### config.mk
export PLATFORM = sky130hd
export DESIGN_NAME = ulpi_link
export DESIGN_NICKNAME = d
export VERILOG_FILES = /design/src/rtl/ulpi_link_pkg.sv /design/src/rtl/ulpi_turnaround.sv /design/src/rtl/ulpi_tx_ctrl.sv /design/src/rtl/ulpi_rx_capture.sv /design/src/rtl/ulpi_link.sv
export SDC_FILE = /design/constraint.sdc
export NUM_CORES = 1
export LEC_CHECK = 0
export BUFFER_PORTS_ARGS = -buffer_cell sky130_fd_sc_hd__buf_4
export CAP_MARGIN = 30
export CELL_PAD_IN_SITES_DETAIL_PLACEMENT = 2
export CELL_PAD_IN_SITES_GLOBAL_PLACEMENT = 2
export CORE_MARGIN = 3
export CORE_UTILIZATION = 26
export CTS_BUF_LIST = sky130_fd_sc_hd__clkbuf_4
export DETAILED_ROUTE_END_ITERATION = 7
export PLACE_DENSITY = 0.77
export SYNTH_ARGS = -nofsm -noshare
export SYNTH_HDL_FRONTEND = slang
export SYNTH_SLANG_ARGS = --single-unit
### constraint.sdc
create_clock -name clk -period 1.8 [get_ports clk]
set_input_delay 0.09 -clock clk [delete_from_list [all_inputs] [get_ports clk]]
set_output_delay 0.09 -clock clk [all_outputs]
set_load 0.005 [all_outputs]
### src/rtl/ulpi_link_pkg.sv
package ulpi_link_pkg;

  typedef enum logic [1:0] {
    TX_IDLE = 2'd0,
    TX_SEND = 2'd1,
    TX_STOP = 2'd2
  } tx_state_e;

  // Link may start driving: bus is ours, settled, and the transceiver is awake.
  function automatic logic bus_free(input logic dir, input logic turn, input logic sleep);
    return !dir && !turn && !sleep;
  endfunction

  // A received byte is a status byte when the accept strobe is low.
  function automatic logic rx_is_status(input logic nxt);
    return !nxt;
  endfunction

endpackage

### src/rtl/ulpi_turnaround.sv
module ulpi_turnaround (
  input  logic clk,
  input  logic rst,
  input  logic dir_i,
  output logic turn_o,
  output logic dir_fall_o
);
  logic dir_q;

  always_ff @(posedge clk) begin
    if (rst) dir_q <= 1'b0;
    else     dir_q <= dir_i;
  end

  assign turn_o     = dir_i ^ dir_q;
  assign dir_fall_o = dir_q && !dir_i;
endmodule

### src/rtl/ulpi_tx_ctrl.sv
module ulpi_tx_ctrl
  import ulpi_link_pkg::*;
#(
  parameter int W         = 8,
  parameter logic [W-1:0] STOP_BYTE = '0
) (
  input  logic         clk,
  input  logic         rst,
  input  logic         dir_i,
  input  logic         turn_i,
  input  logic         sleep_i,
  input  logic         nxt_i,
  input  logic         tx_valid_i,
  input  logic [W-1:0] tx_data_i,
  input  logic         tx_last_i,
  output logic         tx_ready_o,
  output logic         tx_abort_o,
  output logic         stp_o,
  output logic [W-1:0] data_o,
  output logic         oe_o
);
  tx_state_e    state;
  logic [W-1:0] hold;
  logic         hold_last;

  // Named internal events
  logic free_w, start_w, beat_w, lost_w, underrun_w;

  always_comb begin
    free_w     = bus_free(dir_i, turn_i, sleep_i);
    start_w    = (state == TX_IDLE) && free_w && tx_valid_i;
    beat_w     = (state == TX_SEND) && nxt_i && !dir_i && !sleep_i;
    lost_w     = (state == TX_SEND) && (dir_i || sleep_i);
    underrun_w = beat_w && !hold_last && !tx_valid_i;
    tx_ready_o = ((state == TX_IDLE) && free_w) || (beat_w && !hold_last);
  end

  always_ff @(posedge clk) begin
    if (rst) begin
      state      <= TX_IDLE;
      hold       <= '0;
      hold_last  <= 1'b0;
      tx_abort_o <= 1'b0;
    end else begin
      tx_abort_o <= lost_w || underrun_w;
      unique case (state)
        TX_IDLE: if (start_w) begin
          hold      <= tx_data_i;
          hold_last <= tx_last_i;
          state     <= TX_SEND;
        end
        TX_SEND: begin
          if (lost_w || underrun_w) begin
            state     <= TX_IDLE;
            hold_last <= 1'b0;
          end else if (beat_w) begin
            if (hold_last) begin
              state <= TX_STOP;
            end else begin
              hold      <= tx_data_i;
              hold_last <= tx_last_i;
            end
          end
        end
        TX_STOP: state <= TX_IDLE;
        default: state <= TX_IDLE;
      endcase
    end
  end

  assign stp_o  = (state == TX_STOP);
  assign data_o = (state == TX_STOP) ? STOP_BYTE : hold;
  assign oe_o   = (state != TX_IDLE) && !dir_i && !sleep_i;

  p_stp_single_r5: assert property (@(posedge clk) disable iff (rst)
    stp_o |=> !stp_o);
  p_stp_after_accept_r5: assert property (@(posedge clk) disable iff (rst)
    $rose(stp_o) |-> $past(nxt_i));
  p_abort_no_stp_r6: assert property (@(posedge clk) disable iff (rst)
    tx_abort_o |-> !stp_o);
endmodule

### src/rtl/ulpi_rx_capture.sv
module ulpi_rx_capture
  import ulpi_link_pkg::*;
#(
  parameter int W = 8
) (
  input  logic         clk,
  input  logic         rst,
  input  logic         dir_i,
  input  logic         turn_i,
  input  logic         dir_fall_i,
  input  logic         nxt_i,
  input  logic [W-1:0] data_i,
  output logic         rx_valid_o,
  output logic [W-1:0] rx_data_o,
  output logic         rx_status_o,
  output logic         rx_end_o
);
  logic take_w;
  assign take_w = dir_i && !turn_i;

  always_ff @(posedge clk) begin
    if (rst) begin
      rx_valid_o  <= 1'b0;
      rx_data_o   <= '0;
      rx_status_o <= 1'b0;
      rx_end_o    <= 1'b0;
    end else begin
      rx_valid_o  <= take_w;
      rx_status_o <= take_w && rx_is_status(nxt_i);
      rx_end_o    <= dir_fall_i;
      if (take_w) rx_data_o <= data_i;
    end
  end

  p_rx_no_turn_r8: assert property (@(posedge clk) disable iff (rst)
    rx_valid_o |-> $past(dir_i) && !$past(turn_i));
  p_end_after_fall_r10: assert property (@(posedge clk) disable iff (rst)
    rx_end_o |-> !$past(dir_i));
endmodule

### src/rtl/ulpi_link.sv
module ulpi_link
  import ulpi_link_pkg::*;
#(
  parameter int W = 8
) (
  input  logic         clk,
  input  logic         rst,
  input  logic         tx_valid,
  input  logic [W-1:0] tx_data,
  input  logic         tx_last,
  output logic         tx_ready,
  output logic         tx_abort,
  output logic         rx_valid,
  output logic [W-1:0] rx_data,
  output logic         rx_status,
  output logic         rx_end,
  input  logic         ulpi_dir,
  input  logic         ulpi_nxt,
  output logic         ulpi_stp,
  input  logic         ulpi_sleep,
  input  logic [W-1:0] ulpi_data_in,
  output logic [W-1:0] ulpi_data_out,
  output logic         ulpi_data_oe
);
  // Direction as seen by the link: a sleeping transceiver drives nothing.
  logic dir_eff, turn_w, dir_fall_w;
  assign dir_eff = ulpi_dir && !ulpi_sleep;

  ulpi_turnaround u_turn (
    .clk(clk), .rst(rst), .dir_i(dir_eff),
    .turn_o(turn_w), .dir_fall_o(dir_fall_w)
  );

  ulpi_tx_ctrl #(.W(W), .STOP_BYTE('0)) u_tx (
    .clk(clk), .rst(rst), .dir_i(ulpi_dir), .turn_i(turn_w),
    .sleep_i(ulpi_sleep), .nxt_i(ulpi_nxt),
    .tx_valid_i(tx_valid), .tx_data_i(tx_data), .tx_last_i(tx_last),
    .tx_ready_o(tx_ready), .tx_abort_o(tx_abort),
    .stp_o(ulpi_stp), .data_o(ulpi_data_out), .oe_o(ulpi_data_oe)
  );

  ulpi_rx_capture #(.W(W)) u_rx (
    .clk(clk), .rst(rst), .dir_i(dir_eff), .turn_i(turn_w),
    .dir_fall_i(dir_fall_w), .nxt_i(ulpi_nxt), .data_i(ulpi_data_in),
    .rx_valid_o(rx_valid), .rx_data_o(rx_data),
    .rx_status_o(rx_status), .rx_end_o(rx_end)
  );

  p_oe_off_dir_r2: assert property (@(posedge clk) disable iff (rst)
    ulpi_dir |-> !ulpi_data_oe);
  p_sleep_quiet_r11: assert property (@(posedge clk) disable iff (rst)
    ulpi_sleep |-> !ulpi_data_oe && !tx_ready);
  p_abort_single_r6: assert property (@(posedge clk) disable iff (rst)
    tx_abort |=> !tx_abort);
endmodule

==> qor.txt <==
Core area = 0.00352 sq mm
Synthesis Warnings = 0
Clk_lat worst skew = 0.31 ns
Status = complete, no violations
DIE AREA = 0.00463 sq mm
Synth Register Bits = 24
Clock buffer depth = 2
Most frequent cells in the layout = buf_4 (47), dfxtp_1 (24), nor2_1 (13)
Synth Area per Inst = 8.93 sq um
Area leader, netlist = dfxtp_1
First-pass GRT wire length = 4800 um
Multiplexer share of the synthesized area = 0.0801
CTS tree = built
FMAX = 0.656 GHz
Num CTS Buffers = 3
Period minus WS final = 1.52 ns
R2r startpoint = u_tx.state[0]$_SDFFE_PP0P_
Ant diodes = 0
Fill cells = 405
Layout cells sized above 1 = 0.329
Worst-path fanout max = 9
Hold_sp = tx_data[0]
Post-CTS setup buffers = 0
Fin. max-slew vios = 0
Total GRT Usage = 0.137
Layout area overhead = 44.1%
Setup skew after layout = 0.00111 ns
Cell Area, Placed = 0.00139 sq mm
Die W = 68.0 um
Synthesized-area fraction occupied by adder cells = 0
Pin count of the biggest net entering global routing = 23
Critical Path End Type = primary output
Setup-failing EPs final = 0
Hpwl dp = 2380 um
Xor/xnor share of the synthesized area = 0
CTS Sinks = 24
H-Tree Depth = 1
Crit Path Category = reg -> out
Post-synthesis simple-gate area fraction = 0.310
Share of the yosys chip area belonging to registers = 0.481
Mapped Area = 1000 sq um
Final antenna-violating net count = 0
Period utilization = 0.847
CP required = 1.71 ns
Fin. Hold Viols = 0
Most common cell after layout, fill and taps aside = buf_4
Worst Hold Path EP = u_tx.hold[0]$_SDFFE_PP0P_
Total power = 920 uW
Clock root buffer master = clkbuf_4
TritonRoute pass-1 iters = 4
Max VDD drop = 0.000252 V
CTS clk-pin slew, worst paths = 0.13 ns
Vias in the first global route = 1018
Post-synthesis compound-gate area fraction = 0.101
Combinational family with the most area after synthesis = simple AND/OR/NAND/NOR gates
Routed via count = 971
Worst R2R Setup Slack = 0.34 ns
Cell variety after synth = 23
Initial antenna violation count = 0
RSZ-0062 raised after global routing = no
Syn nets = 135
HP Class = in -> reg
Initial core utilization = 0.284
Die Ht = 68.0 um
Critical path launch point type = register
Syn Inst Count = 112
Arr. time, crit path = 1.43 ns
Final Cell Area = 0.00144 sq mm
Worst slew margin = 0.719
Hold depth = 3
Setup TNS = 0 ns
P per Cell Area = 639 mW/mm^2
Synth area leaders = dfxtp_1 (48%), mux2i_1 (8.0%), and2_1 (5.0%)
Row count = 21
Share of the synthesized area in the top cell type = 0.481
DR vias/cell = 4.69
Routed length per instance = 14.6 um
Initial drt markers = 40
P_leak = 0.000668 uW
Global route total overflow = 0
Reg2reg end = u_tx.hold[5]$_SDFFE_PP0P_
DRC Markers = 0
Nets@finish = 185
Worst reg2reg path depth = 4
Worst slew pin tran = 0.419 ns
GP Congestion = 0.728
Number of port buffers = 45
Post-cts sizing count = 0
MaxCap Viol Count = 0
Final wirelength = 3020 um
Io pins = 46
==> sequential cells by signal, summed over array words and instances, names as in the netlist <==
register and count:
u_tx.hold_last 1, u_rx.rx_end_o 1, u_tx.hold 8, u_turn.dir_q 1
u_tx.state 2, u_tx.tx_abort_o 1, u_rx.rx_status_o 1, u_rx.rx_valid_o 1
u_rx.rx_data_o 8
==> final cells by class <==
| cell class | instances | area (sq um) | area share |
|---|---|---|---|
| multi-input cells | 81 | 492 | 0.341 |
| flip-flops and latches | 24 | 480 | 0.334 |
| repair buffers | 49 | 373 | 0.259 |
| well taps | 46 | 57.6 | 0.0400 |
| clock buffers | 3 | 22.5 | 0.0156 |
| inverters | 3 | 11.3 | 0.00782 |
| clock inverters | 1 | 3.75 | 0.00261 |
==> how the worst max path moves through the flow <==
stage                     cells past startpoint                   endpoint                   startpoint
after CTS                                     3           ulpi_data_out[3]   u_tx.state[0]$_SDFFE_PP0P_
final                                         3           ulpi_data_out[3]   u_tx.state[0]$_SDFFE_PP0P_
after detailed placement                      4  u_tx.hold[5]$_SDFFE_PP0P_   u_tx.state[0]$_SDFFE_PP0P_
after global placement                        4  u_tx.hold[2]$_SDFFE_PP0P_  u_tx.hold_last$_SDFFE_PP0P_
after global routing                          3           ulpi_data_out[3]   u_tx.state[0]$_SDFFE_PP0P_
after floorplan                               4  u_tx.hold[0]$_SDFFE_PP0P_  u_tx.hold_last$_SDFFE_PP0P_
==> power by group <==
part / internal, uW / switching [uW]
Combinational: 72.0 / 59.1
Clock: 80.9 / 158
Sequential: 543 / 7.41
==> cell families after synthesis <==
| kind of cell | after synthesis |
|---|---|
| buf+inv | 7 |
| compound gates | 15 |
| mux | 8 |
| flops | 24 |
| simple gates | 58 |
==> timing repair <==
action,CTS,global route
endpoints found under the hold margin,2,0
setup endpoints to repair,0,0
hold buffers,2,0
==> metrics by stage <==
step / setup slack, ns / hold slack, ns / utilization / instances
floorplan: 0.538 / 0.169 / - / 112
global placement: 0.434 / 0.310 / 0.396 / 201
detailed placement: 0.357 / 0.316 / 0.396 / 201
CTS: 0.219 / 0.00306 / 0.409 / 207
global route: 0.127 / 0.00842 / 0.409 / 207
finish: 0.276 / 0.0125 / 0.409 / 207
==> synth_stat cells <==
| cell | count |
|---|---|
| o21a_1 | 1 |
| and2_1 | 8 |
| clkbuf_1 | 3 |
| nor3b_1 | 4 |
| nand3_1 | 8 |
| o41ai_1 | 1 |
| dfxtp_1 | 24 |
| o211ai_4 | 1 |
| and4_1 | 1 |
| a21oi_1 | 9 |
| nor2_1 | 13 |
| and3b_4 | 1 |
| inv_1 | 3 |
| nor4_1 | 1 |
| nor3_1 | 4 |
| nor2b_1 | 4 |
| buf_2 | 1 |
| mux2i_1 | 8 |
| nand2b_1 | 4 |
| nor3_2 | 1 |
| a2bb2oi_1 | 1 |
| o21ai_0 | 2 |
| nand2_1 | 9 |
==> routing by layer <==
metal | wire length, um | GRT usage | up-vias
li1 | - | - | 478
met1 | 1310 | 0.168 | 468
met2 | 1550 | 0.239 | 23
met3 | 140 | 0.0213 | 2
met4 | 21 | 0.0521 | 0
met5 | 0 | 0 | -
==> critical path, cell delays in order (launching register included) <==
cell	delay, ns
dfxtp_1	0.51
nand2b_1	0.31
and2_1	0.19
buf_4	0.11
Note: power is estimated with default switching activity, not from simulation.
